## src/rtl/tt_pkg.sv

```systemverilog
package tt_pkg;
   // word addresses (byte offset / 4)
   localparam int unsigned WA_CTRL   = 0;
   localparam int unsigned WA_CMD    = 1;
   localparam int unsigned WA_IEN    = 3;
   localparam int unsigned WA_FLAGS  = 4;
   localparam int unsigned WA_FSET   = 5;
   localparam int unsigned WA_FCLR   = 6;
   localparam int unsigned WA_LIMIT  = 7;
   localparam int unsigned WA_COUNT  = 9;

   // control field placement
   localparam int unsigned CTL_DIR_LSB  = 0;
   localparam int unsigned CTL_DIR_W    = 2;
   localparam int unsigned CTL_SHOT_BIT = 4;
   localparam int unsigned CTL_SRC_LSB  = 16;
   localparam int unsigned CTL_SRC_W    = 2;
   localparam int unsigned CTL_PSC_LSB  = 24;

   // command bits
   localparam int unsigned CMD_GO_BIT   = 0;
   localparam int unsigned CMD_HALT_BIT = 1;

   // flag bits
   localparam int unsigned FLG_WRAP  = 0;
   localparam int unsigned FLG_UNDER = 1;

   typedef enum logic [1:0] {
      DIR_UP    = 2'd0,
      DIR_DOWN  = 2'd1,
      DIR_UP_B  = 2'd2,
      DIR_UP_C  = 2'd3
   } dir_e;
endpackage

```

## src/rtl/tt_prescaler.sv

```systemverilog
module tt_prescaler #(
   parameter int unsigned PSC_W = 4
) (
   input  logic             clk_i,
   input  logic             rst_ni,
   input  logic             run_i,
   input  logic             restart_i,
   input  logic [PSC_W-1:0] code_i,
   output logic             tick_o
);
   localparam int unsigned DIV_W = (1 << PSC_W) - 1;

   generate
      if (PSC_W < 1 || PSC_W > 5) begin : g_bad_psc
         $error("tt_prescaler: PSC_W must lie in 1..5");
      end
   endgenerate

   logic [DIV_W-1:0] acc_q;
   logic [DIV_W-1:0] mask;

   assign mask   = ~({DIV_W{1'b1}} << code_i);
   assign tick_o = run_i && (acc_q == mask);

   always_ff @(posedge clk_i or negedge rst_ni) begin
      if (!rst_ni) begin
         acc_q <= '0;
      end else if (restart_i || !run_i || tick_o) begin
         acc_q <= '0;
      end else begin
         acc_q <= acc_q + 1'b1;
      end
   end
endmodule

```

## src/rtl/tt_count_core.sv

```systemverilog
module tt_count_core #(
   parameter int unsigned CNT_W = 16
) (
   input  logic             clk_i,
   input  logic             rst_ni,
   input  logic             go_i,
   input  logic             halt_i,
   input  logic             load_i,
   input  logic [CNT_W-1:0] load_val_i,
   input  logic             tick_i,
   input  logic             down_i,
   input  logic             oneshot_i,
   input  logic [CNT_W-1:0] limit_i,
   output logic             run_o,
   output logic [CNT_W-1:0] cnt_o,
   output logic             under_o,
   output logic             wrap_o
);
   generate
      if (CNT_W < 2) begin : g_bad_cnt
         $error("tt_count_core: CNT_W must be at least 2");
      end
   endgenerate

   logic             run_q;
   logic [CNT_W-1:0] cnt_q;

   assign under_o = tick_i && down_i && (cnt_q == '0);
   assign wrap_o  = tick_i && !down_i && (cnt_q == limit_i);
   assign run_o   = run_q;
   assign cnt_o   = cnt_q;

   always_ff @(posedge clk_i or negedge rst_ni) begin
      if (!rst_ni) begin
         run_q <= 1'b0;
      end else if (halt_i) begin
         run_q <= 1'b0;
      end else if (go_i) begin
         run_q <= 1'b1;
      end else if (under_o && oneshot_i) begin
         run_q <= 1'b0;
      end
   end

   always_ff @(posedge clk_i or negedge rst_ni) begin
      if (!rst_ni) begin
         cnt_q <= '0;
      end else if (load_i && !run_q) begin
         cnt_q <= load_val_i;
      end else if (tick_i) begin
         if (under_o) begin
            cnt_q <= limit_i;
         end else if (wrap_o) begin
            cnt_q <= '0;
         end else if (down_i) begin
            cnt_q <= cnt_q - 1'b1;
         end else begin
            cnt_q <= cnt_q + 1'b1;
         end
      end
   end
endmodule

```

## src/rtl/tt_flags.sv

```systemverilog
module tt_flags #(
   parameter int unsigned FLG_N = 2
) (
   input  logic             clk_i,
   input  logic             rst_ni,
   input  logic             ien_we_i,
   input  logic             set_we_i,
   input  logic             clr_we_i,
   input  logic [FLG_N-1:0] wdata_i,
   input  logic [FLG_N-1:0] hw_evt_i,
   output logic [FLG_N-1:0] flags_o,
   output logic [FLG_N-1:0] ien_o,
   output logic             irq_o
);
   logic [FLG_N-1:0] ien_q;
   logic [FLG_N-1:0] flg_q;

   always_ff @(posedge clk_i or negedge rst_ni) begin
      if (!rst_ni) begin
         ien_q <= '0;
      end else if (ien_we_i) begin
         ien_q <= wdata_i;
      end
   end

   generate
      for (genvar i = 0; i < FLG_N; i++) begin : g_flag
         always_ff @(posedge clk_i or negedge rst_ni) begin
            if (!rst_ni) begin
               flg_q[i] <= 1'b0;
            end else begin
               flg_q[i] <= (flg_q[i] & ~(clr_we_i & wdata_i[i]))
                         | (set_we_i & wdata_i[i])
                         | hw_evt_i[i];
            end
         end
      end
   endgenerate

   assign flags_o = flg_q;
   assign ien_o   = ien_q;
   assign irq_o   = |(flg_q & ien_q);
endmodule

```

## src/rtl/tick_timer16.sv

```systemverilog
module tick_timer16 #(
   parameter int unsigned ADDR_W = 4,
   parameter int unsigned DATA_W = 32,
   parameter int unsigned CNT_W  = 16,
   parameter int unsigned PSC_W  = 4,
   parameter int unsigned FLG_N  = 2
) (
   input  logic              clk_i,
   input  logic              rst_ni,
   input  logic [ADDR_W-1:0] bus_addr_i,
   input  logic              bus_we_i,
   input  logic [DATA_W-1:0] bus_wdata_i,
   output logic [DATA_W-1:0] bus_rdata_o,
   output logic              irq_o
);
   import tt_pkg::*;

   generate
      if (DATA_W < CTL_PSC_LSB + PSC_W || DATA_W < CNT_W) begin : g_bad_data
         $error("tick_timer16: DATA_W too narrow for the fields");
      end
      if ((1 << ADDR_W) <= WA_COUNT) begin : g_bad_addr
         $error("tick_timer16: ADDR_W cannot reach every register");
      end
      if (FLG_N < 2) begin : g_bad_flg
         $error("tick_timer16: FLG_N must be at least 2");
      end
   endgenerate

   // write decode
   logic we_ctrl, we_cmd, we_ien, we_fset, we_fclr, we_limit, we_count;
   assign we_ctrl  = bus_we_i && (bus_addr_i == ADDR_W'(WA_CTRL));
   assign we_cmd   = bus_we_i && (bus_addr_i == ADDR_W'(WA_CMD));
   assign we_ien   = bus_we_i && (bus_addr_i == ADDR_W'(WA_IEN));
   assign we_fset  = bus_we_i && (bus_addr_i == ADDR_W'(WA_FSET));
   assign we_fclr  = bus_we_i && (bus_addr_i == ADDR_W'(WA_FCLR));
   assign we_limit = bus_we_i && (bus_addr_i == ADDR_W'(WA_LIMIT));
   assign we_count = bus_we_i && (bus_addr_i == ADDR_W'(WA_COUNT));

   wire unused_wdata = ^bus_wdata_i;

   // control and limit registers
   logic [PSC_W-1:0]     psc_q;
   logic [CTL_SRC_W-1:0] src_q;
   logic                 shot_q;
   dir_e                 dir_q;
   logic [CNT_W-1:0]     limit_q;

   always_ff @(posedge clk_i or negedge rst_ni) begin
      if (!rst_ni) begin
         psc_q   <= '0;
         src_q   <= '0;
         shot_q  <= 1'b0;
         dir_q   <= DIR_UP;
         limit_q <= '0;
      end else begin
         if (we_ctrl) begin
            psc_q  <= bus_wdata_i[CTL_PSC_LSB +: PSC_W];
            src_q  <= bus_wdata_i[CTL_SRC_LSB +: CTL_SRC_W];
            shot_q <= bus_wdata_i[CTL_SHOT_BIT];
            dir_q  <= dir_e'(bus_wdata_i[CTL_DIR_LSB +: CTL_DIR_W]);
         end
         if (we_limit) begin
            limit_q <= bus_wdata_i[CNT_W-1:0];
         end
      end
   end

   // commands
   logic go, halt, down;
   assign go   = we_cmd && bus_wdata_i[CMD_GO_BIT];
   assign halt = we_cmd && bus_wdata_i[CMD_HALT_BIT];
   assign down = (dir_q == DIR_DOWN);

   logic             run_w, tick_w, under_w, wrap_w;
   logic [CNT_W-1:0] cnt_w;
   logic [FLG_N-1:0] flags_w, ien_w, hw_evt;

   tt_prescaler #(.PSC_W(PSC_W)) u_psc (
      .clk_i     (clk_i),
      .rst_ni    (rst_ni),
      .run_i     (run_w),
      .restart_i (go && !halt),
      .code_i    (psc_q),
      .tick_o    (tick_w)
   );

   tt_count_core #(.CNT_W(CNT_W)) u_core (
      .clk_i      (clk_i),
      .rst_ni     (rst_ni),
      .go_i       (go),
      .halt_i     (halt),
      .load_i     (we_count),
      .load_val_i (bus_wdata_i[CNT_W-1:0]),
      .tick_i     (tick_w),
      .down_i     (down),
      .oneshot_i  (shot_q),
      .limit_i    (limit_q),
      .run_o      (run_w),
      .cnt_o      (cnt_w),
      .under_o    (under_w),
      .wrap_o     (wrap_w)
   );

   always_comb begin
      hw_evt            = '0;
      hw_evt[FLG_UNDER] = under_w;
      hw_evt[FLG_WRAP]  = wrap_w;
   end

   tt_flags #(.FLG_N(FLG_N)) u_flags (
      .clk_i    (clk_i),
      .rst_ni   (rst_ni),
      .ien_we_i (we_ien),
      .set_we_i (we_fset),
      .clr_we_i (we_fclr),
      .wdata_i  (bus_wdata_i[FLG_N-1:0]),
      .hw_evt_i (hw_evt),
      .flags_o  (flags_w),
      .ien_o    (ien_w),
      .irq_o    (irq_o)
   );

   // read mux
   always_comb begin
      bus_rdata_o = '0;
      if (bus_addr_i == ADDR_W'(WA_CTRL)) begin
         bus_rdata_o[CTL_PSC_LSB +: PSC_W]     = psc_q;
         bus_rdata_o[CTL_SRC_LSB +: CTL_SRC_W] = src_q;
         bus_rdata_o[CTL_SHOT_BIT]             = shot_q;
         bus_rdata_o[CTL_DIR_LSB +: CTL_DIR_W] = dir_q;
      end else if (bus_addr_i == ADDR_W'(WA_IEN)) begin
         bus_rdata_o[FLG_N-1:0] = ien_w;
      end else if (bus_addr_i == ADDR_W'(WA_FLAGS)) begin
         bus_rdata_o[FLG_N-1:0] = flags_w;
      end else if (bus_addr_i == ADDR_W'(WA_LIMIT)) begin
         bus_rdata_o[CNT_W-1:0] = limit_q;
      end else if (bus_addr_i == ADDR_W'(WA_COUNT)) begin
         bus_rdata_o[CNT_W-1:0] = cnt_w;
      end
   end
endmodule

```

## config.mk

```make
export PLATFORM = sky130hd
export DESIGN_NAME = tick_timer16
export DESIGN_NICKNAME = d
export VERILOG_FILES = /design/src/rtl/tt_pkg.sv /design/src/rtl/tt_prescaler.sv /design/src/rtl/tt_count_core.sv /design/src/rtl/tt_flags.sv /design/src/rtl/tick_timer16.sv
export SDC_FILE = /design/constraint.sdc
export NUM_CORES = 1
export LEC_CHECK = 0
export ABC_AREA = 1
export CAP_MARGIN = 20
export CORE_ASPECT_RATIO = 2
export CORE_UTILIZATION = 39
export CTS_CLUSTER_SIZE = 20
export DETAILED_ROUTE_END_ITERATION = 7
export PLACE_DENSITY = 0.65
export SLEW_MARGIN = 20
export SYNTH_ARGS = -nofsm -noshare
export SYNTH_HDL_FRONTEND = slang
export SYNTH_SLANG_ARGS = --single-unit
```

## constraint.sdc

```tcl
create_clock -name clk_i -period 2.7 [get_ports clk_i]
set_clock_uncertainty 0.05 [all_clocks]
set_input_delay 0.54 -clock clk_i [delete_from_list [all_inputs] [get_ports clk_i]]
set_output_delay 0.54 -clock clk_i [all_outputs]
set_load 0.02 [all_outputs]
```

# After elaboration in Yosys (flattened, before gate mapping)
# Cells that the tools add are included.
[classes] add_sub_neg=3 n_eq_ne=10 n_shift=1 mux=21 n_bitwise=14 n_reduce_logical=27
[op_table] cell="16-bit 2-to-1 mux" count=7
[op_table] cell="14-bit 2-to-1 mux" count=2
[op_table] cell="1-bit logical AND" count=17
[op_table] cell="16-bit by 1-bit adder with 16-bit output, second input constant" count=1
[op_table] cell="16-bit equality test" count=1
[op_table] cell="4-bit by 3-bit equality test with 1-bit output, second input constant" count=4
[op_table] cell="16-bit logical NOT" count=1
[op_table] cell="16-bit by 1-bit subtractor with 16-bit output, second input constant" count=1
[op_table] cell="15-bit by 1-bit adder with 15-bit output, second input constant" count=1
[op_table] cell="15-bit equality test" count=1
[op_table] cell="15-bit 2-to-1 mux" count=1
[op_table] cell="15-bit inverter" count=1
[op_table] cell="15-bit by 4-bit left shift with 15-bit output, first input constant" count=1
[op_table] cell="11-bit 2-to-1 mux" count=1
[op_table] cell="2-bit 2-to-1 mux" count=5
[op_table] cell="1-bit bitwise AND" count=6
[op_table] cell="4-bit by 1-bit equality test with 1-bit output, second input constant" count=1
[op_table] cell="4-bit by 2-bit equality test with 1-bit output, second input constant" count=1
[op_table] cell="4-bit equality test, second input constant" count=1
[op_table] cell="4-bit logical NOT" count=1
[op_table] cell="1-bit 2-to-1 mux" count=4
[op_table] cell="4-bit 2-to-1 mux" count=1
[op_table] cell="1-bit bitwise OR" count=4
[op_table] cell="1-bit logical NOT" count=3
[op_table] cell="other kinds (7)" count=9
[word_totals] reg_bits=61 input_bits=39 output_inout_bits=33

# Longest topological paths before layout
[depth] ltp_word=10 depth_mapped=20 depth_no_buf=19

# By module
# Synthesis repeated with hierarchy kept, for this count alone.
[unflattened] hier_cells=870 hier_area_um2=5302.6
[by_module_without_submodules] module="tt_count_core" instances=1 cells_each=451 area_each_um2=2487.4 seq_area_each_um2=425.4
[by_module_without_submodules] module="tick_timer16" instances=1 cells_each=222 area_each_um2=1512.7 seq_area_each_um2=625.6
[by_module_without_submodules] module="tt_prescaler" instances=1 cells_each=176 area_each_um2=1133.6 seq_area_each_um2=375.4
[by_module_without_submodules] module="tt_flags" instances=1 cells_each=21 area_each_um2=168.9 seq_area_each_um2=100.1

# Least setup slack after synthesis
# OpenSTA, ideal clock, no wires.
[synth_timing] path_kind="input-to-output" from="input bus_addr_i[1]" to="output bus_rdata_o[13]" arrival_ns=1.631 t_required_ns=2.110 setup_slack_ns=0.479 stages=4 cell_sequence="nor4_1 -> inv_1 -> clkbuf_1 -> o21ai_0"
[synth_between] elab_chain_cells=6 elab_cells_between_ends=10 cone_classes="4 x eq/ne; 5 x mux; 1 x reduce/logical"
[synth_lines] element="start: declaration" line="tick_timer16.sv:10" source="input logic [ADDR_W-1:0] bus_addr_i,"
[synth_lines] element="4-bit equality test" line="tick_timer16.sv:138" source="end else if (bus_addr_i == ADDR_W'(WA_COUNT)) begin"
[synth_lines] element="16-bit 2-to-1 mux" line="tick_timer16.sv:138"
[synth_lines] element="16-bit 2-to-1 mux" line="tick_timer16.sv:136" source="end else if (bus_addr_i == ADDR_W'(WA_LIMIT)) begin"
[synth_lines] element="14-bit 2-to-1 mux" line="tick_timer16.sv:134" source="end else if (bus_addr_i == ADDR_W'(WA_FLAGS)) begin"
[synth_lines] element="14-bit 2-to-1 mux" line="tick_timer16.sv:132" source="end else if (bus_addr_i == ADDR_W'(WA_IEN)) begin"
[synth_lines] element="11-bit 2-to-1 mux *" line="tick_timer16.sv:127" source="if (bus_addr_i == ADDR_W'(WA_CTRL)) begin"
[synth_lines] element="end: declaration" line="tick_timer16.sv:13" source="output logic [DATA_W-1:0] bus_rdata_o,"
# Mark *: on every way between the ends. The rest lies on a longest branch, timed or not.

# Worst setup path after layout
[layout_timing] from="input bus_addr_i[0]" to="output bus_rdata_o[0]"
[layout_between] elab_chain_cells=6 elab_cells_between_ends=10 cone_classes="4 x eq/ne; 5 x mux; 1 x reduce/logical"
[layout_lines] element="4-bit equality test" line="tick_timer16.sv:138"
[layout_lines] element="16-bit 2-to-1 mux" line="tick_timer16.sv:138"
[layout_lines] element="16-bit 2-to-1 mux" line="tick_timer16.sv:136"
[layout_lines] element="2-bit 2-to-1 mux" line="tick_timer16.sv:134"
[layout_lines] element="2-bit 2-to-1 mux" line="tick_timer16.sv:132"
[layout_lines] element="2-bit 2-to-1 mux *" line="tick_timer16.sv:127"
# Marked as above.

==> metrics.csv <==
metric;value;unit
cp.arrival;2.01;ns
tightest_slew;0.7239;ns
die_h;163.2;um
gp_congestion;0.9688;
diodes;0;
rows;58;
avgRoutedWirePerCell;16.16;um
ys_ff_latch;61;
insertion_delay;0.34;ns
grt_pass1_wl;27880;um
firstDrtPassIters;8;
fin_crit;2.598;ns
fin_setup_tns;0;ns
synth_edf_count;0;
drc;0;
ir_worst_vdd;0.4109;mV
fin_nets;971;
ys_async_sr_fraction;100.0;%
dp.final_hpwl;13730;um
slew_headroom;51.73;%
layout_setup_ws;0.1016;ns
p_leak;3.316;nW
synth_top_area_share;30.12;%
drv_slew;0;
synth-seq-area-share;30.12;%
powerDensity;709.1;nW/um2
grt_max_degree;62;
status;complete, no violations;
die_x;82.60;um
tritoncts;built;
htree_levels;3;
avgSynthCellArea;5.920;um2
hold_class;in -> async;
root_buffer;clkbuf_16;
rsz0062_at_grt;yes;
port_buffers;51;
drtIter0Drc;278;
ioPinCount;72;
cts.sinks;61;
regToRegSetupSlack;0.23;ns
cts_buffers;9;
cp-start-kind;input port;
routed_wl;17510;um
yosysUniqueCellTypes;36;
vias;5567;
die-area;13480;um2
power.total;0.004334;W
core;12630;um2
antenna_found_initial;0;
cts_max_path_buffers;2;
hold_buffers;0;
netlist_area;5067;um2
ant_nets;0;
clk_transition_reported_paths;0.06;ns
start_util;40.13;%
synth_common_cells;nand2_1 (318), inv_1 (123), nor2_1 (95);
grt_overflow_total;0;
synth_top_cell_by_area;dfrtp_1;
yosysMostFrequentCell;nand2_1;
required;2.11;ns
grt.total_usage;28.42;%
hold_viol_final;0;
pre_cts_ws;-0.4392;ns
ys_warn_count;0;
finalSetupViolations;0;
crit_path_end_kind;primary output;
num-fill-cells;1367;
fin_area;6112;um2
fin_crit_sh;96.24;%
synthFlopType;dfrtp_1;
grt_pass1_vias;5580;
netlist_instances;856;
drive_gt1_share;9.422;%
syn_to_final_growth;20.62;%
post_drt_via_cell_ratio;5.136;
placed_area;5882;um2
cp_max_fo;9;
synthTopCellsByArea;dfrtp_1 (30%), nand2_1 (24%), inv_1 (9.1%);
fmax;0.3849;GHz
drv_cap;0;
crit_type;in -> out;
==> power by group <==
part	total (W)	switching [W]	internal, W	leakage [nW]
Clock	0.00118	0.000447	0.000737	0.143
Sequential	0.00134	0.000253	0.00109	0.765
Combinational	0.00180	0.00119	0.000615	2.41
==> cell families (layout without fill, tap and decap cells) <==
| kind of cell | after synthesis | after routing | synth area share, % |
|---|---|---|---|
| simple gates | 522 | 522 | 42.72 |
| buf+inv | 156 | 225 | 13.01 |
| compound gates | 97 | 97 | 10.57 |
| flops | 61 | 61 | 30.12 |
| xor+xnor | 16 | 16 | 2.765 |
| fa+ha+maj | 3 | 3 | 0.7408 |
| other cells | 1 | 10 | 0.07400 |
==> metrics by stage <==
step	cells	utilization (%)	hold WS [ns]
6_report	1084	48.40	0.1456
3_3_place_gp	1067	46.58	0.4212
2_1_floorplan	865	-	0.1944
4_1_cts	1083	48.79	0.1736
3_5_place_dp	1067	46.58	0.4432
5_1_grt	1084	48.40	0.1855
==> flip-flops by register name (all words and copies together) (netlist names) <==
register	flops
limit_q	16
u_core.cnt_o	16
u_psc.acc_q	15
psc_q	4
dir_q	2
src_q	2
u_flags.flags_o	2
u_flags.ien_o	2
shot_q	1
u_core.run_o	1
==> worst max-delay path, cell delays in order <==
cell,delay [ns]
clkdlybuf4s50_1,0.42
buf_4,0.14
nand2_1,0.07
nor2_1,0.06
buf_4,0.18
a221oi_1,0.27
nand3_1,0.14
buf_4,0.18
==> worst paths after layout <==
path,from,cells past startpoint,endpoint
max in group asynchronous,rst_ni,2,u_core.cnt_o[1]
max,bus_addr_i[0],8,bus_rdata_o[0]
min in group clk_i,shot_q,2,shot_q
min,rst_ni,2,psc_q[0]
min reg2reg,shot_q,2,shot_q
max reg2reg,dir_q[0],13,u_core.cnt_o[13]
==> layout by cell type (no fill, tap or decap), types with 3 or more instances in the layout <==
master           Yosys  layout
a21oi_1             27      27
buf_12               0       3
buf_2                5       6
buf_4               14      33
clkbuf_16            0       9
clkbuf_2             0      13
clkdlybuf4s50_1      0      27
conb_1               1      10
dfrtp_1             61      60
ha_1                 3       3
inv_1              123     122
nand2_1            318     318
nand3_1             72      72
nand3b_1             4       4
nand4_1              8       8
nor2_1              95      95
nor2_2               4       4
nor3_1               9       9
nor3b_1              4       4
o21ai_0             47      41
o21ai_1              0       3
o21ai_2              1       4
o22ai_1             11      11
xnor2_1              5       5
xor2_1              11      11
==> what timing repair did <==
item / in CTS / in global routing
setup buffers: 0 / 1
gates resized for setup: 53 / 45
setup endpoints to repair: 22 / 35
hold endpoints to repair: 0 / 0
cloned: 0 / 0
==> final cells by class <==
| type | instances | area, um2 | share of cell area, % |
|---|---|---|---|
| multi-input combinational | 648 | 2933 | 47.98 |
| sequential | 61 | 1528 | 24.99 |
| timing repair buffer | 84 | 696.9 | 11.40 |
| inverter | 125 | 473.0 | 7.738 |
| clock buffer | 12 | 246.5 | 4.033 |
| tap | 150 | 187.7 | 3.071 |
| clock inverter | 4 | 47.55 | 0.7779 |
==> metal layers <==
| layer | GRT usage [%] | up-vias | wire (um) |
|---|---|---|---|
| li1 | - | 2803 | - |
| met1 | 27.52 | 2507 | 5912 |
| met2 | 50.79 | 166 | 9432 |
| met3 | 4.022 | 91 | 536 |
| met4 | 23.35 | 0 | 1632 |
| met5 | 0 | - | 0 |
No activity file was read; power rests on OpenSTA's default activity.
